**config.mk**
```make
export PLATFORM = sky130hd
export DESIGN_NAME = e2m1_quant
export DESIGN_NICKNAME = d
export VERILOG_FILES = /design/src/rtl/e2m1_quant_pkg.sv /design/src/rtl/e2m1_quant_ctrl.sv /design/src/rtl/e2m1_quant_dp.sv /design/src/rtl/e2m1_quant.sv
export SDC_FILE = /design/constraint.sdc
export NUM_CORES = 1
export LEC_CHECK = 0
export BUFFER_PORTS_ARGS = -buffer_cell sky130_fd_sc_hd__buf_2
export CAP_MARGIN = 25
export CELL_PAD_IN_SITES_DETAIL_PLACEMENT = 0
export CELL_PAD_IN_SITES_GLOBAL_PLACEMENT = 1
export CORE_UTILIZATION = 48
export CTS_CLUSTER_DIAMETER = 100
export DETAILED_ROUTE_END_ITERATION = 10
export PLACE_DENSITY_LB_ADDON = 0.1
export REMOVE_ABC_BUFFERS = 1
export SLEW_MARGIN = 30
export SYNTH_ARGS = -nofsm -noshare
export SYNTH_HDL_FRONTEND = slang
export SYNTH_SLANG_ARGS = --single-unit
```
**constraint.sdc**
```tcl
create_clock -name clk -period 7.1 [get_ports clk]
set_input_delay 1.42 -clock clk [delete_from_list [all_inputs] [get_ports clk]]
set_output_delay 1.42 -clock clk [all_outputs]
set_load 0.005 [all_outputs]
```
**src/rtl/e2m1_quant_pkg.sv**
```systemverilog
package e2m1_quant_pkg;

  // strobes from sequencing control to the datapath
  typedef struct packed {
    logic load;    // capture operands, clear divider
    logic step;    // one restoring division step
    logic finish;  // round, look up, register nibble
  } quantStrobe_t;

  typedef enum logic [1:0] {
    ST_IDLE,
    ST_RUN,
    ST_FIN
  } quantState_t;

endpackage

```
**src/rtl/e2m1_quant_ctrl.sv**
```systemverilog
module e2m1_quant_ctrl
  import e2m1_quant_pkg::*;
#(
  parameter int STEPS = 48
) (
  input  logic         clk,
  input  logic         rstN,
  input  logic         start,
  input  logic         quick,
  output quantStrobe_t strobe,
  output logic         busy,
  output logic         done
);

  localparam int CNT_W = $clog2(STEPS + 1);

  quantState_t state;
  logic [CNT_W-1:0] stepsLeft;

  always_comb begin
    strobe        = '0;
    strobe.load   = (state == ST_IDLE) && start;
    strobe.step   = (state == ST_RUN);
    strobe.finish = (state == ST_FIN);
  end

  always_ff @(posedge clk or negedge rstN) begin
    if (!rstN) begin
      state     <= ST_IDLE;
      stepsLeft <= '0;
      done      <= 1'b0;
    end else begin
      done <= strobe.finish;
      case (state)
        ST_IDLE: begin
          if (start) begin
            state     <= quick ? ST_FIN : ST_RUN;
            stepsLeft <= CNT_W'(STEPS);
          end
        end
        ST_RUN: begin
          stepsLeft <= stepsLeft - 1'b1;
          if (stepsLeft == CNT_W'(1)) state <= ST_FIN;
        end
        ST_FIN:  state <= ST_IDLE;
        default: state <= ST_IDLE;
      endcase
    end
  end

  assign busy = (state != ST_IDLE);

endmodule

```
**src/rtl/e2m1_quant_dp.sv**
```systemverilog
module e2m1_quant_dp
  import e2m1_quant_pkg::*;
#(
  parameter int EXP_W  = 8,
  parameter int MANT_W = 24,
  parameter int WORD_W = EXP_W + MANT_W,
  parameter logic [WORD_W-1:0] SCALE_MIN = 32'h322BCC77
) (
  input  logic              clk,
  input  logic              rstN,
  input  quantStrobe_t      strobe,
  input  logic [WORD_W-1:0] value,
  input  logic [WORD_W-1:0] scale,
  output logic              quick,
  output logic [3:0]        nibble
);

  localparam int FRAC_W = MANT_W - 1;
  localparam int QUO_W  = 2 * MANT_W;
  localparam int G_W    = 5;               // floor(4|q|) below saturation
  localparam int WIDE_W = QUO_W + G_W;
  localparam int E_W    = EXP_W + 3;
  localparam logic signed [E_W-1:0] SAT_LIM  = E_W'(MANT_W + 5);
  localparam logic signed [E_W-1:0] ZERO_LIM = -E_W'(MANT_W + 1);
  localparam logic signed [E_W-1:0] MID_E    = E_W'(MANT_W);

  // operand decode
  logic [EXP_W-1:0]  vExp, sExp, vExpEff, sExpEff;
  logic [MANT_W-1:0] vMant, sMant;
  logic              scaleOk, valZero, satIn, zeroIn;
  logic signed [E_W-1:0] eIn;

  assign vExp    = value[WORD_W-2 -: EXP_W];
  assign sExp    = scale[WORD_W-2 -: EXP_W];
  assign vExpEff = (vExp == '0) ? EXP_W'(1) : vExp;
  assign sExpEff = (sExp == '0) ? EXP_W'(1) : sExp;
  assign vMant   = {|vExp, value[FRAC_W-1:0]};
  assign sMant   = {|sExp, scale[FRAC_W-1:0]};
  assign scaleOk = !scale[WORD_W-1] && (scale[WORD_W-2:0] > SCALE_MIN[WORD_W-2:0]);
  assign valZero = (vMant == '0);
  // exponent of 4|q| relative to the significand ratio
  assign eIn     = E_W'(vExpEff) - E_W'(sExpEff) + E_W'(2);
  assign zeroIn  = !scaleOk || valZero || (eIn <= ZERO_LIM);
  assign satIn   = !zeroIn && (eIn >= SAT_LIM);
  assign quick   = zeroIn || satIn;

  // divider state
  logic              negQ, forceZero, forceSat;
  logic signed [E_W-1:0] eReg;
  logic [MANT_W-1:0] divisor, rem;
  logic [QUO_W-1:0]  numer, quo;
  logic [MANT_W:0]   trial, trialDiff;
  logic              fits;

  assign trial     = {rem, numer[QUO_W-1]};
  assign trialDiff = trial - {1'b0, divisor};
  assign fits      = (trial >= {1'b0, divisor});

  // rounding and lookup
  logic [WIDE_W-1:0] wide;
  logic [E_W-1:0]    upSh, dnSh;
  logic              lowLost, over, sticky, roundUp;
  logic [G_W-1:0]    halfStep;
  logic [2:0]        idx;

  function automatic logic [2:0] levelOf(input logic [G_W-1:0] hs);
    case (hs)
      5'd0:          levelOf = 3'd0;
      5'd1:          levelOf = 3'd1;
      5'd2:          levelOf = 3'd2;
      5'd3:          levelOf = 3'd3;
      5'd4, 5'd5:    levelOf = 3'd4;
      5'd6:          levelOf = 3'd5;
      5'd7, 5'd8,
      5'd9:          levelOf = 3'd6;
      default:       levelOf = 3'd7;
    endcase
  endfunction

  always_comb begin
    upSh    = eReg - MID_E;
    dnSh    = MID_E - eReg;
    wide    = '0;
    lowLost = 1'b0;
    if (eReg >= MID_E) begin
      wide = {{G_W{1'b0}}, quo} << upSh;
    end else begin
      wide    = {{G_W{1'b0}}, quo >> dnSh};
      lowLost = |(quo & ~({QUO_W{1'b1}} << dnSh));
    end
    over     = |wide[WIDE_W-1:G_W];
    sticky   = lowLost || (rem != '0);
    roundUp  = wide[0] && (sticky || wide[1]);
    halfStep = {1'b0, wide[G_W-1:1]} + G_W'(roundUp);
    if (forceZero)                idx = 3'd0;
    else if (forceSat || over)    idx = 3'd7;
    else                          idx = levelOf(halfStep);
  end

  always_ff @(posedge clk or negedge rstN) begin
    if (!rstN) begin
      negQ      <= 1'b0;
      forceZero <= 1'b1;
      forceSat  <= 1'b0;
      eReg      <= '0;
      divisor   <= '0;
      rem       <= '0;
      numer     <= '0;
      quo       <= '0;
      nibble    <= '0;
    end else begin
      if (strobe.load) begin
        negQ      <= scaleOk && !valZero && value[WORD_W-1];
        forceZero <= zeroIn;
        forceSat  <= satIn;
        eReg      <= eIn;
        divisor   <= sMant;
        rem       <= '0;
        numer     <= {vMant, MANT_W'(0)};
        quo       <= '0;
      end
      if (strobe.step) begin
        rem   <= fits ? trialDiff[MANT_W-1:0] : trial[MANT_W-1:0];
        quo   <= {quo[QUO_W-2:0], fits};
        numer <= {numer[QUO_W-2:0], 1'b0};
      end
      if (strobe.finish) nibble <= {negQ, idx};
    end
  end

endmodule

```
**src/rtl/e2m1_quant.sv**
```systemverilog
module e2m1_quant
  import e2m1_quant_pkg::*;
#(
  parameter int EXP_W  = 8,
  parameter int MANT_W = 24,
  parameter int WORD_W = EXP_W + MANT_W,
  parameter logic [WORD_W-1:0] SCALE_MIN = 32'h322BCC77
) (
  input  logic              clk,
  input  logic              rstN,
  input  logic              start,
  input  logic [WORD_W-1:0] value,
  input  logic [WORD_W-1:0] scale,
  output logic              busy,
  output logic              done,
  output logic [3:0]        nibble
);

  localparam int STEPS = 2 * MANT_W;

  quantStrobe_t strobe;
  logic         quick;

  e2m1_quant_ctrl #(.STEPS(STEPS)) u_ctrl (
    .clk    (clk),
    .rstN   (rstN),
    .start  (start),
    .quick  (quick),
    .strobe (strobe),
    .busy   (busy),
    .done   (done)
  );

  e2m1_quant_dp #(
    .EXP_W     (EXP_W),
    .MANT_W    (MANT_W),
    .WORD_W    (WORD_W),
    .SCALE_MIN (SCALE_MIN)
  ) u_dp (
    .clk    (clk),
    .rstN   (rstN),
    .strobe (strobe),
    .value  (value),
    .scale  (scale),
    .quick  (quick),
    .nibble (nibble)
  );

endmodule

```
### Yosys cells after proc, flatten, opt, wreduce, memory -nomap -nowiden

Memories as Yosys holds them, arrays and structs flattened.
Index checks and enable logic that the tools add are counted.

* logic and storage cells: 85
* memory bits (read-only): 48
* register bits after elaboration: 171
* output and inout port bits: 6
* memories kept: 1
* input bits: 67

* reductions and logical operators: 30
* $lt $le $gt $ge: 5
* add/subtract/negate cells: 7
* muxes and demuxes: 20
* equal/unequal tests: 5
* bitwise operators: 2
* shift-type cells: 3

Memories
* (no name shown): depth 16, bits a word 3, read ports 1, clocked after memory_dff 0, write ports 0, RTL line e2m1_quant_dp.sv:67 `case (hs)`

Operator list (count)
* $mux 48: 4
* $reduce_or 48->1: 2
* $mux 24: 3
* $mux 53: 1
* $shl 48x11->53: 1
* $and 48x48->48: 1
* $not 48->48: 1
* $shl 48x11->48 const A: 1
* $shr 48x11->48: 1
* $gt 31x30->1 const B: 1
* $ge 25x24->1: 1
* $logic_not 24->1: 1
* $reduce_bool 24->1: 1
* $sub 24x24->24: 1
* $ge 11x6->1 const B: 2
* $logic_not 8->1: 2
* $mux 8: 2
* $reduce_or 8->1: 2
* $pmux 6 s2: 1
* $add 11x2->11 const B: 1
* $le 11x6->1 const B: 1
* $sub 11x6->11 const B: 1
* $sub 6x11->11 const A: 1
* $mux 3: 3
* 18 further kinds: 36

### Longest topological paths before layout

Gate-level depths: netlist of run 1.
An unclocked memory read counts as a cell.

* depth after elaboration: 14
* depth in mapped cells: 23
* gate-level depth less buffers: 19

### Cells and area by module

A second synthesis of run 1 with hierarchy kept.

* cells, all modules: 1983
* area, all modules: 15827.7 um2

Modules (own cells, without submodules)
* e2m1_quant_dp: cells each 1933, times used 1, area each 15329.7 um2, seq. area each 3454.6 um2
* e2m1_quant_ctrl: cells each 50, times used 1, area each 498.0 um2, seq. area each 225.2 um2

### Worst setup path before layout of run 1

No wires, ideal clock.

* kind: reg-to-reg
* start point: reg u_dp.eReg[0]
* end point: reg u_dp.nibble[0]
* slack: 1.985 ns
* library setup time: 0.084 ns
* period minus slack after synthesis: 5.115 ns
* buffers on the path: 8
* cell stages (with the launch flop): 23
* arrival: 5.031 ns
* required time: 7.016 ns
* path through: dfrtp_1 -> buf_6 -> clkinv_1 -> buf_1 -> buf_2 -> buf_1 -> ha_1 -> clkbuf_1 -> xor2_1 -> buf_2 -> buf_2 -> buf_4 -> mux4_2 -> mux2i_1 -> nor2_1 -> nor2_1 -> o21ai_0 -> a31oi_1 -> nor2_1 -> ha_1 -> xor2_1 -> or3_1 -> a41oi_2

* word-level cells in the longest chain between the ends: 14
* elaborated cells between the ends (all ways): 21
* those cells by class: add/sub (3); order compare (1); shift (3); mux (5); bitwise (2); reduce/logical (6); memory (1)

RTL lines
* start: declaration: RTL line e2m1_quant_dp.sv:49 `logic signed [E_W-1:0] eReg;`
* start signal: assignment: RTL line e2m1_quant_dp.sv:116 `eReg <= eIn;`
* $sub 6x11->11: RTL line e2m1_quant_dp.sv:82 `dnSh = MID_E - eReg;`
* $shl 48x11->48: RTL line e2m1_quant_dp.sv:89 `lowLost = |(quo & ~({QUO_W{1'b1}} << dnSh));`
* $not 48->48: RTL line e2m1_quant_dp.sv:89
* $and 48x48->48: RTL line e2m1_quant_dp.sv:89
* $reduce_or 48->1: RTL line e2m1_quant_dp.sv:89
* $mux 1: RTL line e2m1_quant_dp.sv:85 `if (eReg >= MID_E) begin`
* $logic_or 1x1->1: RTL line e2m1_quant_dp.sv:92 `sticky = lowLost || (rem != '0);`
* $logic_or 1x1->1: RTL line e2m1_quant_dp.sv:93 `roundUp = wide[0] && (sticky || wide[1]);`
* $logic_and 1x1->1: RTL line e2m1_quant_dp.sv:93
* $add 4x1->5: RTL line e2m1_quant_dp.sv:94 `halfStep = {1'b0, wide[G_W-1:1]} + G_W'(roundUp);`
* $mem_v2 16x3
* $mux 3: RTL line e2m1_quant_dp.sv:67
* $mux 3 *: RTL line e2m1_quant_dp.sv:96 `else if (forceSat || over) idx = 3'd7;`
* $mux 3 *: RTL line e2m1_quant_dp.sv:95 `if (forceZero) idx = 3'd0;`
* end signal: assignment: RTL line e2m1_quant_dp.sv:127 `if (strobe.finish) nibble <= {negQ, idx};`
* end: declaration: RTL line e2m1_quant_dp.sv:15 `output logic [3:0] nibble`

Mark *: on every way between the ends. The rest lies on a longest branch, timed or not.
A chain may end at the register's enable or synchronous reset.

### Worst setup path in the final report of run 1

Same ends and word-level chain as after synthesis.

==> results of run 1 <==
[power breakdown]
group,internal (mW),switching (mW)
sequential,0.997,0.178
clock,0.543,0.409
combinational,1.11,2.11
[path summary, 6_finish.rpt]
kind                                  end  depth (start not counted)      startpoint  slack, ps
setup / recovery           u_dp.nibble[0]                         16    u_dp.eReg[0]       1870
hold / removal             u_dp.numer[44]                          2  u_dp.numer[44]        480
setup reg to reg           u_dp.nibble[0]                         16    u_dp.eReg[0]       1870
hold reg to reg            u_dp.numer[44]                          2  u_dp.numer[44]        480
max in group asynchronous    u_dp.rem[22]                          3            rstN       4960
min in group asynchronous    u_dp.quo[42]                          1            rstN        990
[logic make-up (layout without fill, tap and decap cells)]
group | Yosys count | count (layout) | share of synthesized area [%]
adders and majority gates | 45 | 45 | 4.08
and+or+nand+nor | 670 | 670 | 22.2
buffers and inverters | 237 | 201 | 6.54
muxes | 126 | 126 | 13.3
DFF | 147 | 147 | 26.2
AOI/OAI and AO/OA | 533 | 533 | 24.5
xor gates and xnor gates | 50 | 50 | 3.17
[cells in the final DEF, fill, tap and decap left out, types with 11 or more instances in the layout]
master     netlist  routed
a2111oi_0       11      11
a211oi_1        20      20
a21o_1          17      17
a21oi_1        105     105
a22oi_1         28      28
a31oi_1         25      25
and2_1          15      14
buf_2           14      71
buf_4            1      26
clkbuf_16        0      17
dfrtp_1        146     144
ha_1            41      41
inv_1           66      66
mux2_2          28      28
mux2i_1         52      52
mux4_2          46      46
nand2_1        294     293
nand2b_1        17      16
nand3_1         50      50
nand4_1         19      19
nor2_1         124     123
nor2b_1         16      15
nor3_1          51      51
nor4_1          26      26
o211ai_1        14      14
o21ai_0        175     175
o22ai_1         18      18
o31ai_1         22      22
xnor2_1         30      28
xor2_1          19      18
[routing by layer]
metal  GRT usage [%]  up-vias  share of wire (%)
met1            43.1     6695                 43
li1                -     6503                  -
met4            14.2        0                4.0
met5               0        -                  0
met2            48.7      521                 46
met3            5.19       92                6.7
[sequential cells by signal, summed over array words and instances (netlist names)]
name,flops
u_ctrl.state,2
u_ctrl.done,1
u_dp.rem,24
u_dp.quo,48
u_ctrl.stepsLeft,6
u_dp.negQ,1
u_dp.nibble,4
u_dp.eReg,11
u_dp.divisor,24
u_dp.forceZero,1
u_dp.numer,24
u_dp.forceSat,1
[cell type report]
type	count	area [sq um]	share of cell area (%)
multi-input cells	1424	9490	62.6
flip-flops and latches	147	3690	24.3
repair buffers	101	637	4.20
well taps	384	480	3.17
clock buffers	20	457	3.01
inverters	68	255	1.68
clock inverters	12	144	0.949
[worst min-delay path, stage by stage, from the launching register on]
cell     delay (ps)
dfrtp_1         340
nand2_1          50
nand2_1          50
[through the flow]
step	util, %	hold slack, ps	std cells
2_1_floorplan	-	446	1639
3_3_place_gp	50.4	458	2121
3_5_place_dp	50.6	463	2123
4_1_cts	52.7	480	2155
5_1_grt	52.8	501	2156
6_report	52.8	476	2156
==> results.toml, run 1 <==
[status]
status = "finished clean"

[floorplanning]
core_sq_um = 28700
die_y_um = 173
rows = 62
io_pins = 73
die_w_um = 173
start_util_pct = 48.9
die-area_sq_um = 29900

[cells_and_area]
finalInstanceArea_sq_um = 15200
fillers = 2781
diodes = 0
drive_above_1_share_pct = 13.6
nets = 1869
areaGrowthSynthToFinish_pct = 7.97

[sta]
clock.fmax_mhz = 191
finalWorstSetupSlack_ps = 1870
hold_viol = 0
slew_violations = 0
fin_crit_ps = 5230
finalSetupViolCount = 0
timing.final.crit_share_pct = 73.7
setup_tns_ps = 0
tightest_slew_ps = 938
grt_setup_unrepaired = "no"
worst_clock_skew_ps = 9.33
max_slew_margin_pct = 37.2

[worst_setup_path]
path_delay_family = "XOR/XNOR gates"
critPathBufInv = 2
cp_slowest_stage_delay_ps = 650
critPathMaxFanout = 45
worstPathArrival_ps = 5600
crit_chain = "inv_2 > ha_1 > xor2_4 > buf_4 > mux2i_1 > mux2i_1 > mux2i_1 > nor2_1 > nor2_1 > o21ai_0 > a31oi_1 > nor2_1 > ha_1 > xor2_1 > or3_1 > a41oi_2"
cp_slowest_cell = "xor2_4"
required_ps = 7470
critPathKind = "reg -> reg"
cp-end-kind = "flip-flop"
start_kind = "flip-flop"

[synth]
synth_top_cells_by_count = "nand2_1 (294), o21ai_0 (175), dfrtp_1 (146)"
syn_inst = 1808
ys_warn_count = 0
synth_area_sq_um = 14000
ys_seq_area_share_pct = 26.2
synth_area_leaders = "dfrtp_1 (26%), nand2_1 (7.9%), mux4_2 (7.4%)"
synthArstFlopShare_pct = 100
synth_most_common_cell = "nand2_1"
yosysUniqueCellTypes = 91
synth_flop_cell = "dfrtp_1"
synth.largest_area_cell = "dfrtp_1"
avgSynthCellArea_sq_um = 7.76
synth-edff-count = 0
yosys_register_bits = 147
yosysTopAreaCellShare_pct = 26.0

[global_routing]
grt_pass1_wl_um = 74100
antenna_found_initial = 1
grt_pass1_vias = 12900
track_usage_pct = 31.4
grt_max_degree = 92
grt_remaining_overflow = 0

[cts]
cts_tree = "done"
cts_setup_buffers = 0
insertion_delay_ps = 450
cts_sinks = 147
cts_buffers = 17
clk_pin_slew_ps = 60
cts_buffer_depth = 2
clk_root_buffer_cell = "clkbuf_16"
cts_resized = 0
hold_buffers = 0
cts_max_level = 4

[route]
drt_iter0_drc = 1351
drc = 0
vias_per_cell = 6.41
antenna_left = 0
firstDrtPassIters = 5
drt_wl_total_um = 46400
via_count = 13800
wire_per_inst_um = 21.5

[power_and_ir_drop]
max-vdd-ir-drop_mv = 0.324
p_leak_nw = 6.32
power_mw = 5.35
p_per_area_nw_per_um2 = 353

[placed_design]
dpl.hpwl_um = 31500
pre_cts_slack_ps = 1600
port-buffer-count = 72
routabilityCongestion = 1.01
placed_area_sq_um = 14500

[worst_hold_path]
hold_path_class = "reg -> reg"

[run]
cap_violations = 0
(Power assumes the default switching activity.)
==> inputs of run 2 (changes only) <==
==> constraint.sdc (replaced) <==
create_clock -name clk -period 5.3 [get_ports clk]
set_input_delay 1.06 -clock clk [delete_from_list [all_inputs] [get_ports clk]]
set_output_delay 1.06 -clock clk [all_outputs]
set_load 0.005 [all_outputs]
==> run 2 against run 1 <==
Against the previous run:
- non-clock buffer count increased by 17
- critical path type is now in -> reg
- power increased by 36%
- highest routed layer unchanged
- die area unchanged
- global-route usage increased by 0.50 points
- critical endpoint is now u_dp.forceSat
- sequential power increased by 28%
==> results.toml, run 2 (same netlist as run 1, synthesis figures left out) <==
[cells_and_area]
fillers = 2825
mostFrequentLayoutCell = "nand2_1"
nets = 1886
areaGrowthSynthToFinish_pct = 8.85
final_cell_mix = "nand2_1 (293), o21ai_0 (175), dfrtp_1 (144)"
largest_reg_flops = 48
regMostFlops = "u_dp.quo"
drive_above_1_share_pct = 14.4
fin_cells = 2173
finalInstanceArea_sq_um = 15300
diodes = 0
post-route-util_pct = 53.2

[power_and_ir_drop]
swShare_pct = 50.4
p_sw_mw = 3.67
p_leak_nw = 6.40
p_per_area_nw_per_um2 = 477
p_int_mw = 3.62
pwr-share-seq_pct = 20.7
p_clk_share_pct = 17.0
max-vdd-ir-drop_mv = 0.261
p_comb_share_pct = 62.3

[cts]
cts_sinks = 147
cts_max_level = 4
hold_buffers = 0
cts_tree = "done"
cts_setup_buffers = 0
cts_buffers = 17
clk_pin_slew_ps = 70
clk_root_buffer_cell = "clkbuf_16"
cts_buffer_depth = 2
cts_resized = 0
insertion_delay_ps = 460

[global_routing]
track_usage_pct = 31.9
grt_pass1_vias = 13100
antenna_found_initial = 1
grt_max_degree = 107
grt_remaining_overflow = 0
grt_pass1_wl_um = 75200

[placed_design]
port-buffer-count = 72
routabilityCongestion = 0.979
pre_cts_slack_ps = 64.5
dpl.cell_count = 2141
placed_area_sq_um = 14700
dpl.hpwl_um = 33100

[worst_hold_path]
hold_path_class = "reg -> reg"

[route]
via_count = 13900
drt_wl_total_um = 47200
wire_per_inst_um = 21.7
drt_iter0_drc = 1292
antenna_left = 0
m1WireLength_um = 21000
top_layer = "met4"
firstDrtPassIters = 5
wl_met3_um = 2860
routed-wl-met2_um = 22000
vias_per_cell = 6.40
drc = 0

[floorplanning]
die_w_um = 173
die_y_um = 173
die-area_sq_um = 29900
io_pins = 73
start_util_pct = 48.9
rows = 62
core_sq_um = 28700

[sta]
slew_violations = 0
timing.final.crit_share_pct = 90.4
hold_viol = 0
max_slew_margin_pct = 36.1
clock.fmax_mhz = 209
grt_setup_unrepaired = "no"
worst_clock_skew_ps = 9.39
setup_tns_ps = 0
finalWorstSetupSlack_ps = 508
finalSetupViolCount = 0
fin_crit_ps = 4790
tightest_slew_ps = 953

[worst_setup_path]
required_ps = 5660
critPathKind = "in -> reg"
cp-end-kind = "flip-flop"
critPathMaxFanout = 7
start_kind = "input pin"
worstPathArrival_ps = 5150

[status]
status = "finished clean"

[run]
cap_violations = 0
run 2: worst max-delay path, stage by stage:
cell and delay (ps):
buf_2 100, or2_2 290, or4_1 430, nor4_1 270, or2_2 170, ha_1 150, inv_1 50, fa_1 400
a21o_1 200, a21oi_1 210, o21bai_1 90, a21oi_1 220, xnor2_1 230, nor2_1 140, and2_1 200, nand3_1 110
mux2i_1 240, mux2i_1 260, nor2_1 90, o31ai_1 220
run 2: layout make-up:
class                           count  area (sq um)  share of cell area, %
Timing Repair Buffer              118           761                   4.98
Multi-Input combinational cell   1424          9510                   62.2
Inverter                           68           255                   1.67
Tap cell                          384           480                   3.14
Clock inverter                     13           146                  0.958
Sequential cell                   147          3690                   24.1
Clock buffer                       19           443                   2.90
run 2: metal layers:
metal	up-vias	track usage, %
li1	6555	-
met1	6708	44.2
met2	552	51.3
met3	94	3.87
met4	0	11.5
met5	-	0
run 2: through the flow:
| stage | power (mW) | hold slack (ps) |
|---|---|---|
| finish | 7.29 | 476 |
| global route | 7.74 | 502 |
| CTS | 7.22 | 479 |
| detailed placement | 5.95 | 463 |
| global placement | 5.92 | 457 |
| floorplan | 4.48 | 446 |
run 2: power by group through the flow:
stage | sequential (mW) | combinational (mW) | clock (mW)
floorplan | 1.67 | 2.81 | 0
global placement | 1.52 | 4.41 | 0
detailed placement | 1.52 | 4.42 | 0
CTS | 1.50 | 4.45 | 1.27
global route | 1.53 | 4.89 | 1.32
finish | 1.50 | 4.54 | 1.24
run 2: path summary, 6_finish.rpt:
kind,slack (ps),startpoint,endpoint,cells after the start
max,510,scale[24],u_dp.forceSat,20
min,480,u_dp.numer[38],u_dp.numer[38],2
max reg2reg,690,u_dp.eReg[0],u_dp.nibble[0],13
min reg2reg,480,u_dp.numer[38],u_dp.numer[38],2
max in group asynchronous,3790,rstN,u_dp.numer[41],2
min in group asynchronous,530,rstN,u_dp.quo[46],1
